**src/rtl/tec_pkg.sv**
```systemverilog
package tec_pkg;

  typedef enum logic [1:0] {
    LEN_4  = 2'd0,
    LEN_6  = 2'd1,
    LEN_8  = 2'd2,
    LEN_10 = 2'd3
  } len_e;

  // number of low bits that take part in terminal detection
  function automatic int active_bits(len_e len);
    return 4 + 2 * int'(len);
  endfunction

endpackage

```
**src/rtl/tec_src_sel.sv**
```systemverilog
module tec_src_sel #(
  parameter int N_TAPS = 6,
  parameter int N_PINS = 2,
  parameter int SEL_W  = $clog2(N_TAPS + N_PINS)
) (
  input  logic              clk,
  input  logic              rst_n,
  input  logic [N_TAPS-1:0] tap_i,
  input  logic [N_PINS-1:0] pin_raw_i,
  input  logic [N_PINS-1:0] pin_deb_i,
  input  logic [N_PINS-1:0] pin_inv_i,
  input  logic [N_PINS-1:0] pin_deb_sel_i,
  input  logic [SEL_W-1:0]  sel_i,
  output logic              lvl_o,
  output logic              direct_o,
  output logic              pin_rise_o
);

  logic [N_TAPS-1:0] tap_q;
  logic [N_PINS-1:0] raw_q, raw_prev, div_q, deb_q, pin_lvl;

  always_ff @(posedge clk) begin
    if (!rst_n) begin
      tap_q    <= '0;
      raw_q    <= '0;
      raw_prev <= '0;
      div_q    <= '0;
      deb_q    <= '0;
    end else begin
      tap_q    <= tap_i;
      raw_q    <= pin_raw_i ^ pin_inv_i;
      raw_prev <= raw_q;
      deb_q    <= pin_deb_i ^ pin_inv_i;
      for (int p = 0; p < N_PINS; p++) begin
        // divide-by-two: toggle on each falling edge of the corrected pin
        if (raw_prev[p] && !raw_q[p]) div_q[p] <= ~div_q[p];
      end
    end
  end

  always_comb begin
    for (int p = 0; p < N_PINS; p++)
      pin_lvl[p] = pin_deb_sel_i[p] ? deb_q[p] : div_q[p];
  end

  always_comb begin
    lvl_o      = 1'b0;
    direct_o   = 1'b0;
    pin_rise_o = 1'b0;
    for (int t = 0; t < N_TAPS; t++)
      if (sel_i == SEL_W'(t)) lvl_o = tap_q[t];
    for (int p = 0; p < N_PINS; p++)
      if (sel_i == SEL_W'(N_TAPS + p)) begin
        lvl_o      = pin_lvl[p];
        direct_o   = !pin_deb_sel_i[p];
        pin_rise_o = raw_q[p] && !raw_prev[p];
      end
  end

  // the divided level only moves right after a falling edge of its pin
  a_r7_div_on_fall: assert property (@(posedge clk) disable iff (!rst_n)
    (raw_q[0] || !raw_prev[0]) |=> $stable(div_q[0]));

endmodule

```
**src/rtl/tec_start_sync.sv**
```systemverilog
module tec_start_sync (
  input  logic clk,
  input  logic rst_n,
  input  logic lvl_i,
  input  logic start_i,
  output logic step_o,
  output logic armed_o
);

  logic lvl_prev;
  logic rise_w, fall_w;

  assign rise_w = lvl_i && !lvl_prev;
  assign fall_w = !lvl_i && lvl_prev;

  always_ff @(posedge clk) begin
    if (!rst_n) begin
      lvl_prev <= 1'b0;
      armed_o  <= 1'b0;
    end else begin
      lvl_prev <= lvl_i;
      if (!start_i)    armed_o <= 1'b0;
      else if (fall_w) armed_o <= 1'b1;
    end
  end

  assign step_o = start_i && armed_o && rise_w;

  // dropping start forgets the latched falling edge
  a_r10_disarm: assert property (@(posedge clk) disable iff (!rst_n)
    !start_i |=> !armed_o);

  // arming only follows a falling edge seen while started
  a_r9_arm_after_fall: assert property (@(posedge clk) disable iff (!rst_n)
    (!armed_o && !(start_i && fall_w)) |=> !armed_o);

endmodule

```
**src/rtl/tec_core.sv**
```systemverilog
module tec_core #(
  parameter int CNT_W = 10
) (
  input  logic             clk,
  input  logic             rst_n,
  input  logic             step_i,
  input  logic             up_i,
  input  tec_pkg::len_e    len_i,
  input  logic             load_i,
  input  logic [CNT_W-1:0] load_val_i,
  input  logic             direct_i,
  input  logic             pin_rise_i,
  output logic [CNT_W-1:0] count_o,
  output logic             irq_o
);

  function automatic logic [CNT_W-1:0] len_mask(tec_pkg::len_e len);
    int aw;
    aw = tec_pkg::active_bits(len);
    if (aw >= CNT_W) return '1;
    return CNT_W'((32'd1 << aw) - 32'd1);
  endfunction

  function automatic logic is_terminal(logic [CNT_W-1:0] v, logic up,
                                       tec_pkg::len_e len);
    logic [CNT_W-1:0] m;
    m = len_mask(len);
    return up ? ((v & m) == m) : ((v & m) == '0);
  endfunction

  function automatic logic [CNT_W-1:0] next_val(logic [CNT_W-1:0] v, logic up);
    return up ? v + CNT_W'(1) : v - CNT_W'(1);
  endfunction

  logic [CNT_W-1:0] nxt_w;
  logic             hit_w;
  logic             pend_q;

  assign nxt_w = next_val(count_o, up_i);
  assign hit_w = step_i && !load_i && is_terminal(nxt_w, up_i, len_i);

  always_ff @(posedge clk) begin
    if (!rst_n) begin
      count_o <= '0;
      irq_o   <= 1'b0;
      pend_q  <= 1'b0;
    end else begin
      if (load_i)      count_o <= load_val_i;
      else if (step_i) count_o <= nxt_w;

      irq_o <= (hit_w && !direct_i) || (pend_q && pin_rise_i && direct_i);

      if (load_i)                  pend_q <= 1'b0;
      else if (hit_w && direct_i)  pend_q <= 1'b1;
      else if (pend_q && pin_rise_i) pend_q <= 1'b0;
    end
  end

  // up step adds one
  a_r2_up_step: assert property (@(posedge clk) disable iff (!rst_n)
    (step_i && !load_i && up_i) |=> count_o == CNT_W'($past(count_o) + CNT_W'(1)));

  // down step subtracts one
  a_r3_down_step: assert property (@(posedge clk) disable iff (!rst_n)
    (step_i && !load_i && !up_i) |=> count_o == CNT_W'($past(count_o) - CNT_W'(1)));

  // no step and no load means the count holds
  a_r10_hold: assert property (@(posedge clk) disable iff (!rst_n)
    (!step_i && !load_i) |=> $stable(count_o));

  // load wins and lands on the next edge
  a_r11_load: assert property (@(posedge clk) disable iff (!rst_n)
    load_i |=> count_o == $past(load_val_i));

  // the interrupt never lasts two cycles
  a_r6_single_pulse: assert property (@(posedge clk) disable iff (!rst_n)
    irq_o |=> !irq_o);

  // synchronous interrupt only shows with a terminal count
  a_r4_r5_irq_terminal: assert property (@(posedge clk) disable iff (!rst_n)
    (irq_o && !direct_i && $stable(up_i) && $stable(len_i))
      |-> is_terminal(count_o, up_i, len_i));

endmodule

```
**src/rtl/tec_counter_top.sv**
```systemverilog
module tec_counter_top #(
  parameter int CNT_W  = 10,
  parameter int N_TAPS = 6,
  parameter int N_PINS = 2,
  parameter int SEL_W  = $clog2(N_TAPS + N_PINS)
) (
  input  logic              clk,
  input  logic              rst_n,
  input  logic [N_TAPS-1:0] tap_i,
  input  logic [N_PINS-1:0] pin_raw_i,
  input  logic [N_PINS-1:0] pin_deb_i,
  input  logic [N_PINS-1:0] pin_inv_i,
  input  logic [N_PINS-1:0] pin_deb_sel_i,
  input  logic [SEL_W-1:0]  src_sel_i,
  input  logic              count_up_i,
  input  logic [1:0]        len_sel_i,
  input  logic              start_i,
  input  logic              load_i,
  input  logic [CNT_W-1:0]  load_val_i,
  output logic [CNT_W-1:0]  count_o,
  output logic              irq_o
);

  logic sel_lvl, direct_w, pin_rise_w, step_w, armed_w;
  tec_pkg::len_e len_w;

  assign len_w = tec_pkg::len_e'(len_sel_i);

  tec_src_sel #(.N_TAPS(N_TAPS), .N_PINS(N_PINS), .SEL_W(SEL_W)) u_src (
    .clk           (clk),
    .rst_n         (rst_n),
    .tap_i         (tap_i),
    .pin_raw_i     (pin_raw_i),
    .pin_deb_i     (pin_deb_i),
    .pin_inv_i     (pin_inv_i),
    .pin_deb_sel_i (pin_deb_sel_i),
    .sel_i         (src_sel_i),
    .lvl_o         (sel_lvl),
    .direct_o      (direct_w),
    .pin_rise_o    (pin_rise_w)
  );

  tec_start_sync u_sync (
    .clk     (clk),
    .rst_n   (rst_n),
    .lvl_i   (sel_lvl),
    .start_i (start_i),
    .step_o  (step_w),
    .armed_o (armed_w)
  );

  tec_core #(.CNT_W(CNT_W)) u_core (
    .clk        (clk),
    .rst_n      (rst_n),
    .step_i     (step_w),
    .up_i       (count_up_i),
    .len_i      (len_w),
    .load_i     (load_i),
    .load_val_i (load_val_i),
    .direct_i   (direct_w),
    .pin_rise_i (pin_rise_w),
    .count_o    (count_o),
    .irq_o      (irq_o)
  );

  // a step is only possible once armed
  a_r9_step_armed: assert property (@(posedge clk) disable iff (!rst_n)
    (!armed_w && !load_i) |=> $stable(count_o));

endmodule

```
**config.mk**
```make
export PLATFORM = sky130hd
export DESIGN_NAME = tec_counter_top
export DESIGN_NICKNAME = d
export VERILOG_FILES = /design/src/rtl/tec_pkg.sv /design/src/rtl/tec_src_sel.sv /design/src/rtl/tec_start_sync.sv /design/src/rtl/tec_core.sv /design/src/rtl/tec_counter_top.sv
export SDC_FILE = /design/constraint.sdc
export NUM_CORES = 1
export LEC_CHECK = 0
export ABC_CLOCK_PERIOD_IN_PS = 3240
export BUFFER_PORTS_ARGS = -buffer_cell sky130_fd_sc_hd__buf_2
export CAP_MARGIN = 20
export CELL_PAD_IN_SITES_DETAIL_PLACEMENT = 1
export CELL_PAD_IN_SITES_GLOBAL_PLACEMENT = 2
export CORE_ASPECT_RATIO = 0.7
export CORE_MARGIN = 2
export CORE_UTILIZATION = 32
export DETAILED_ROUTE_END_ITERATION = 16
export GPL_TIMING_DRIVEN = 0
export HOLD_SLACK_MARGIN = 0.15
export PLACE_DENSITY = 0.89
export SYNTH_ARGS = -nofsm -noshare
export SYNTH_HDL_FRONTEND = slang
export SYNTH_HIERARCHICAL = 1
export SYNTH_SLANG_ARGS = --single-unit
```
**constraint.sdc**
```tcl
create_clock -name clk -period 3.24 [get_ports clk]
set_input_delay 0.648 -clock clk [delete_from_list [all_inputs] [get_ports clk]]
set_output_delay 0.648 -clock clk [all_outputs]
set_load 0.02 [all_outputs]
```
==> results of run 1 <==
cell families after synthesis:
kind of cell,after synthesis,synth area share (%)
AOI/OAI and AO/OA,47,22.0
xor gates and xnor gates,16,7.57
adders and majority gates,9,6.49
buffers and inverters,11,3.04
DFF,28,30.3
muxes,11,6.02
and+or+nand+nor,73,24.6
worst max-delay path, cell delays in order:
cell and delay [ns]:
buf_2 0.17, clkinvlp_4 0.24, fa_1 0.47, a21o_1 0.24
a221oi_4 0.32, xnor2_1 0.24, and3_4 0.25, o2111ai_2 0.12
a21oi_1 0.29, nor4_2 0.07, o31ai_2 0.23
timing repair:
action | 4_1_cts | 5_1_grt
endpoints found under the hold margin | 0 | 0
resized for setup | 0 | 4
setup endpoints to repair | 0 | 2
buffers inserted | 0 | 1
cells in the final DEF, fill, tap and decap left out, types with 4 or more instances in the layout:
cell      Yosys  routed
buf_2         0      43
dfxtp_1      28      28
and2_1       26      26
nand2_1      14      14
o21ai_0      13      13
mux2i_1      10      10
xor2_1        9       9
ha_1          8       8
xnor2_1       7       6
nor2_1        4       4
clkbuf_1      4       4
power by group through the flow:
stage,sequential (mW),combinational [mW],clock (mW)
floorplan,0.389,0.147,0
global placement,0.384,0.215,0
detailed placement,0.385,0.220,0
CTS,0.377,0.221,0.289
global route,0.379,0.252,0.302
finish,0.377,0.227,0.278
cells in the mapped netlist, drive strengths merged, types with 4 or more instances:
cell     n
xor2     9
ha       8
inv      4
dfxtp   28
a211oi   4
and3     4
nor2     4
o21ai   13
nand2   14
clkbuf   4
and2    26
mux2i   10
xnor2    7
a21oi    4
final timing paths:
path	start	to	slack, ns	cells past startpoint
hold / removal	u_src/raw_q[0]	u_src/raw_prev[0]	0.50	1
hold reg to reg	u_src/raw_q[0]	u_src/raw_prev[0]	0.50	1
setup / recovery	count_up_i	u_core/irq_o	0.15	11
setup reg to reg	u_core/count_o[0]	u_core/irq_o	0.50	9
state kept, by name (all words and copies together) (netlist names):
| name | flops |
|---|---|
| u_core/count_o | 10 |
| u_src/raw_q | 2 |
| u_src/tap_q | 6 |
| u_core/pend_q | 1 |
| u_sync/armed_o | 1 |
| u_src/raw_prev | 2 |
| u_src/deb_q | 2 |
| u_sync/lvl_prev | 1 |
| u_core/irq_o | 1 |
| u_src/div_q | 2 |
final cells by class:
cell class	count	area share, %
plain buffers	7	1.82
clock buffers	3	1.82
clock inverters	1	1.33
inverters	4	0.828
multi-input cells	156	55.5
flip-flops and latches	28	24.7
well taps	75	4.14
repair buffers	44	9.83
through the flow:
stage	std cells	TNS, ns	total power, mW	setup slack (ns)	util, %
after CTS	317	0	0.887	0.0620	39.6
after floorplan	195	0	0.536	0.405	-
after global routing	318	-0.00228	0.933	-0.00228	40.2
after detailed placement	313	-0.317	0.605	-0.186	38.3
after global placement	313	-0.376	0.599	-0.227	38.3
final	318	0	0.881	0.147	40.2
per-layer routing:
metal	routed length, um	GRT usage (%)	up-vias
li1	-	-	795
met1	2480	22.6	742
met2	2010	23.6	25
met3	167	3.35	2
met4	12	1.63	0
met5	0	0	-
==> reports/metrics.yaml, run 1 <==
synth.distinct_cells: 58
antenna-diode-count: 0
fp.dieH_um: 67.6
first_pass_iters: 4
clockRootBuffer: "clkbuf_8"
finalCriticalPeriod_ns: 3.09
rows: 23
grt_pass1_vias: 1498
clock_path_buffers: 2
regArea_um2: 561
syn2layout_area_growth_pct: 22.4
place_hpwl_um: 3680
drive_above_1_share_pct: 31.7
clock-skew-final_ns: 0.00167
p_leak_nw: 0.988
powerDensity_mw_per_mm2: 389
synth.top_cells.by_area: "dfxtp_1 30%, and2_1 8.8%, ha_1 5.4%"
slew_headroom_pct: 52.5
avgViaCountPerCell: 4.92
grt_max_degree: 17
worstSetupStartpointType: "input pin"
power.share.combinational_pct: 25.7
cts-hold-fix-buffers: 0
start_util_pct: 32.8
ant_nets: 0
seq_area_frac_synth_pct: 30.3
switching_share_pct: 28.4
grt.overflow.total: 0
synth_area_mm2: 0.00185
setup_viol: 0
synth_edf_count: 0
fillCellCount: 675
yosysWarningCount: 6
wirelength_um: 4670
dieArea_mm2: 0.00642
worstPathMaxFanout: 10
worst_pin_slew_ns: 0.713
irDropWorstVdd_mv: 0.153
min_path_type: "flip-flop to flip-flop"
coreArea_mm2: 0.00564
critical_path.endpoint_type: "flip-flop"
clk_pin_slew_ns: 0.10
drv_slew: 0
htree_num_levels: 1
intPower_uw: 631
critical_path_class: "input pin to flip-flop"
synth_area_leader_cell: "dfxtp_1"
dieWidth_um: 94.9
cts.sinks: 28
final_nets: 287
p_sw_uw: 250
cts_tree: "done"
synth_top_area_share_pct: 30.3
synthFlopType: "dfxtp_1"
pwr-share-clk_pct: 31.5
cts_made_buffers: 3
status: "completed"
clk_latency_ns: 0.27
num_vias: 1564
syn_area_per_cell_um2: 9.49
drt_first_iter_violations: 66
ioPinCount: 45
place_area_mm2: 0.00216
ys_ff_latch: 28
synth_nets: 238
drv_cap: 0
multi_input_area_mm2: 0.00126
cp.required_ns: 3.43
grt_antenna_before_repair: 0
period_share_pct: 95.5
worstPathArrival_ns: 3.29
synthArstFlopShare_pct: 0
grt_pass1_wl_um: 7510
wl_per_cell_um: 14.7
drc: 0
place_congestion: 0.783
seq_power_share_pct: 42.8
timing.final.hold_violations: 0
finalHoldWorstSlack_ns: 0.502
clock.fmax_ghz: 0.323
final_area_mm2: 0.00227
groute.usage.overall_pct: 15.3
synthCells: 195
port_buffers: 43
(Power assumes the default switching activity.)
==> run 2: changes to the inputs <==
--- a/config.mk
+++ b/config.mk
@@ -16,7 +16,8 @@
 export DETAILED_ROUTE_END_ITERATION = 16
 export GPL_TIMING_DRIVEN = 0
 export HOLD_SLACK_MARGIN = 0.15
-export PLACE_DENSITY = 0.89
+export PLACE_DENSITY_LB_ADDON = 0.1
+export SLEW_MARGIN = 20
 export SYNTH_ARGS = -nofsm -noshare
 export SYNTH_HDL_FRONTEND = slang
 export SYNTH_HIERARCHICAL = 1
==> reports/metrics.yaml, run 2 (synthesis results as in run 1) <==
fp.dieH_um: 67.6  # unchanged
critPathTopFamily: "compound AO/OA/AOI/OAI gates"  # unchanged
first_pass_iters: 4  # unchanged
slowest_stage: "fa_1"  # unchanged
drc: 0  # unchanged
place_hpwl_um: 3640  # was 3680 um
worstPathArrival_ns: 3.24  # was 3.29 ns
clockRootBuffer: "clkbuf_8"  # unchanged
period_share_pct: 94.0  # was 95.5%
clk_pin_slew_ns: 0.09  # was 0.10 ns
hold_depth: 2  # was 1
ioPinCount: 45  # unchanged
ant_nets: 0  # unchanged
largest_reg_flops: 10  # unchanged
irDropWorstVdd_mv: 0.157  # was 0.153 mV
cts_made_buffers: 3  # unchanged
wirelength_um: 4580  # was 4670 um
clock-skew-final_ns: 0.00265  # was 0.00167 ns
port_buffers: 43  # unchanged
slew_headroom_pct: 57.6  # was 52.5%
finalHoldWorstSlack_ns: 0.479  # was 0.502 ns
post_cts_resized: 0  # unchanged
htree_num_levels: 1  # unchanged
reg2reg_to: "u_core/irq_o"  # unchanged
final_nets: 287  # unchanged
cts-hold-fix-buffers: 0  # unchanged
final_cell_mix: "43 x buf_2, 28 x dfxtp_1, 26 x and2_1"  # unchanged
critical_path.endpoint_type: "flip-flop"  # unchanged
crit_buf_inv: 2  # unchanged
grt_max_degree: 16  # was 17
hold_end: "u_core/pend_q"  # was u_src/raw_prev[0]
powerDensity_mw_per_mm2: 365  # was 389 mW/mm2
clock_path_buffers: 2  # unchanged
drt_first_iter_violations: 38  # was 66
place_area_mm2: 0.00216  # unchanged
p_leak_nw: 0.969  # was 0.988 nW
syn2layout_area_growth_pct: 20.8  # was 22.4%
worstPathMaxFanout: 5  # was 10
crit_path_cell_trace: "buf_2 -> clkinvlp_4 -> fa_1 -> a21o_1 -> a221oi_2 -> xnor2_1 -> and3_4 -> o2111ai_2 -> a21oi_1 -> nor4_2 -> o31ai_2"  # was buf_2 -> clkinvlp_4 -> fa_1 -> a21o_1 -> a221oi_4 -> xnor2_1 -> and3_4 -> o2111ai_2 -> a21oi_1 -> nor4_2 -> o31ai_2
fin_setup_tns_ns: 0  # unchanged
grt.overflow.total: 0  # unchanged
cp.required_ns: 3.43  # about the same
start_util_pct: 32.8  # unchanged
dieArea_mm2: 0.00642  # unchanged
timing.rr.start: "u_core/count_o[0]"  # unchanged
wl_per_cell_um: 14.4  # was 14.7 um
post-cts-setup-buffers: 0  # unchanged
worst_pin_slew_ns: 0.636  # was 0.713 ns
worstSetupStartpointType: "input pin"  # unchanged
cts_tree: "done"  # unchanged
dieWidth_um: 94.9  # unchanged
critical_path_class: "input pin to flip-flop"  # unchanged
final_area_mm2: 0.00223  # was 0.00227 mm2
instances_no_fill: 318  # unchanged
cpPeakStageDelay_ns: 0.44  # was 0.47 ns
groute.usage.overall_pct: 15.1  # was 15.3%
min_path_type: "flip-flop to flip-flop"  # unchanged
drive_above_1_share_pct: 31.7  # unchanged
place_inst: 313  # unchanged
fillCellCount: 691  # was 675
antenna-diode-count: 0  # unchanged
reg2reg_depth: 9  # unchanged
avgViaCountPerCell: 4.76  # was 4.92
coreArea_mm2: 0.00564  # unchanged
largest-register: "u_core/count_o"  # unchanged
grt_antenna_before_repair: 0  # unchanged
clk_latency_ns: 0.27  # about the same
num_vias: 1515  # was 1564
rsz0062_at_grt: "false"
reg_top3: "u_core/count_o (10), u_src/tap_q (6)"  # unchanged
rows: 23  # unchanged
setup_viol: 0  # unchanged
final_common_cell: "buf_2"  # unchanged
finalCriticalPeriod_ns: 3.05  # was 3.09 ns
status: "completed"  # unchanged
r2r_slack_ns: 0.51  # was 0.50 ns
drv_slew: 0  # unchanged
grt_pass1_wl_um: 7580  # was 7510 um
cts.sinks: 28  # unchanged
timing.final.hold_violations: 0  # unchanged
clock.fmax_ghz: 0.328  # was 0.323 GHz
worstHoldStart: "u_core/pend_q"  # was u_src/raw_q[0]
power_uw: 815  # was 881 uW
grt_pass1_vias: 1524  # was 1498
drv_cap: 0  # unchanged
place_congestion: 0.729  # was 0.783
[run 2: report_power, final]
part           switching [mW]  internal [mW]
clock                   0.107          0.109
combinational           0.123         0.0998
sequential             0.0127          0.363
total                   0.243          0.572
[run 2: routing by layer]
layer | up-vias | wire length, um | global-route usage (%)
met5 | - | 0 | 0
met4 | 0 | 10 | 0.543
met3 | 2 | 244 | 3.91
met2 | 31 | 1660 | 21.0
met1 | 685 | 2660 | 23.8
li1 | 797 | - | -
[run 2: how the worst max path moves through the flow]
stage                    to        from  cells after the start
2_1_floorplan  u_core/irq_o  count_up_i                     10
3_3_place_gp   u_core/irq_o  count_up_i                     11
3_5_place_dp   u_core/irq_o  count_up_i                     11
4_1_cts        u_core/irq_o  count_up_i                     11
5_1_grt        u_core/irq_o  count_up_i                     11
6_report       u_core/irq_o  count_up_i                     11
[run 2: layout make-up]
type                            instances  area, um2  area share [%]
Inverter                                4       18.8           0.840
Timing Repair Buffer                   43        215            9.63
Sequential cell                        28        561            25.1
Tap cell                               75       93.8            4.20
Clock buffer                            4       55.1            2.46
Timing Repair inverter                  1       7.51           0.336
Multi-Input combinational cell        156       1240            55.6
Buffer                                  7       41.3            1.85
[run 2: metrics by stage]
step | util (%) | setup WS [ns]
global placement | 38.3 | -0.226
global route | 39.6 | 0.0239
finish | 39.6 | 0.193
floorplan | - | 0.405
detailed placement | 38.3 | -0.224
CTS | 39.3 | 0.0563
[run 2: worst min-delay path, cell delays in order (launching register included)]
cell      delay (ns)
dfxtp_1         0.33
nand2b_1        0.06
a21oi_1         0.05
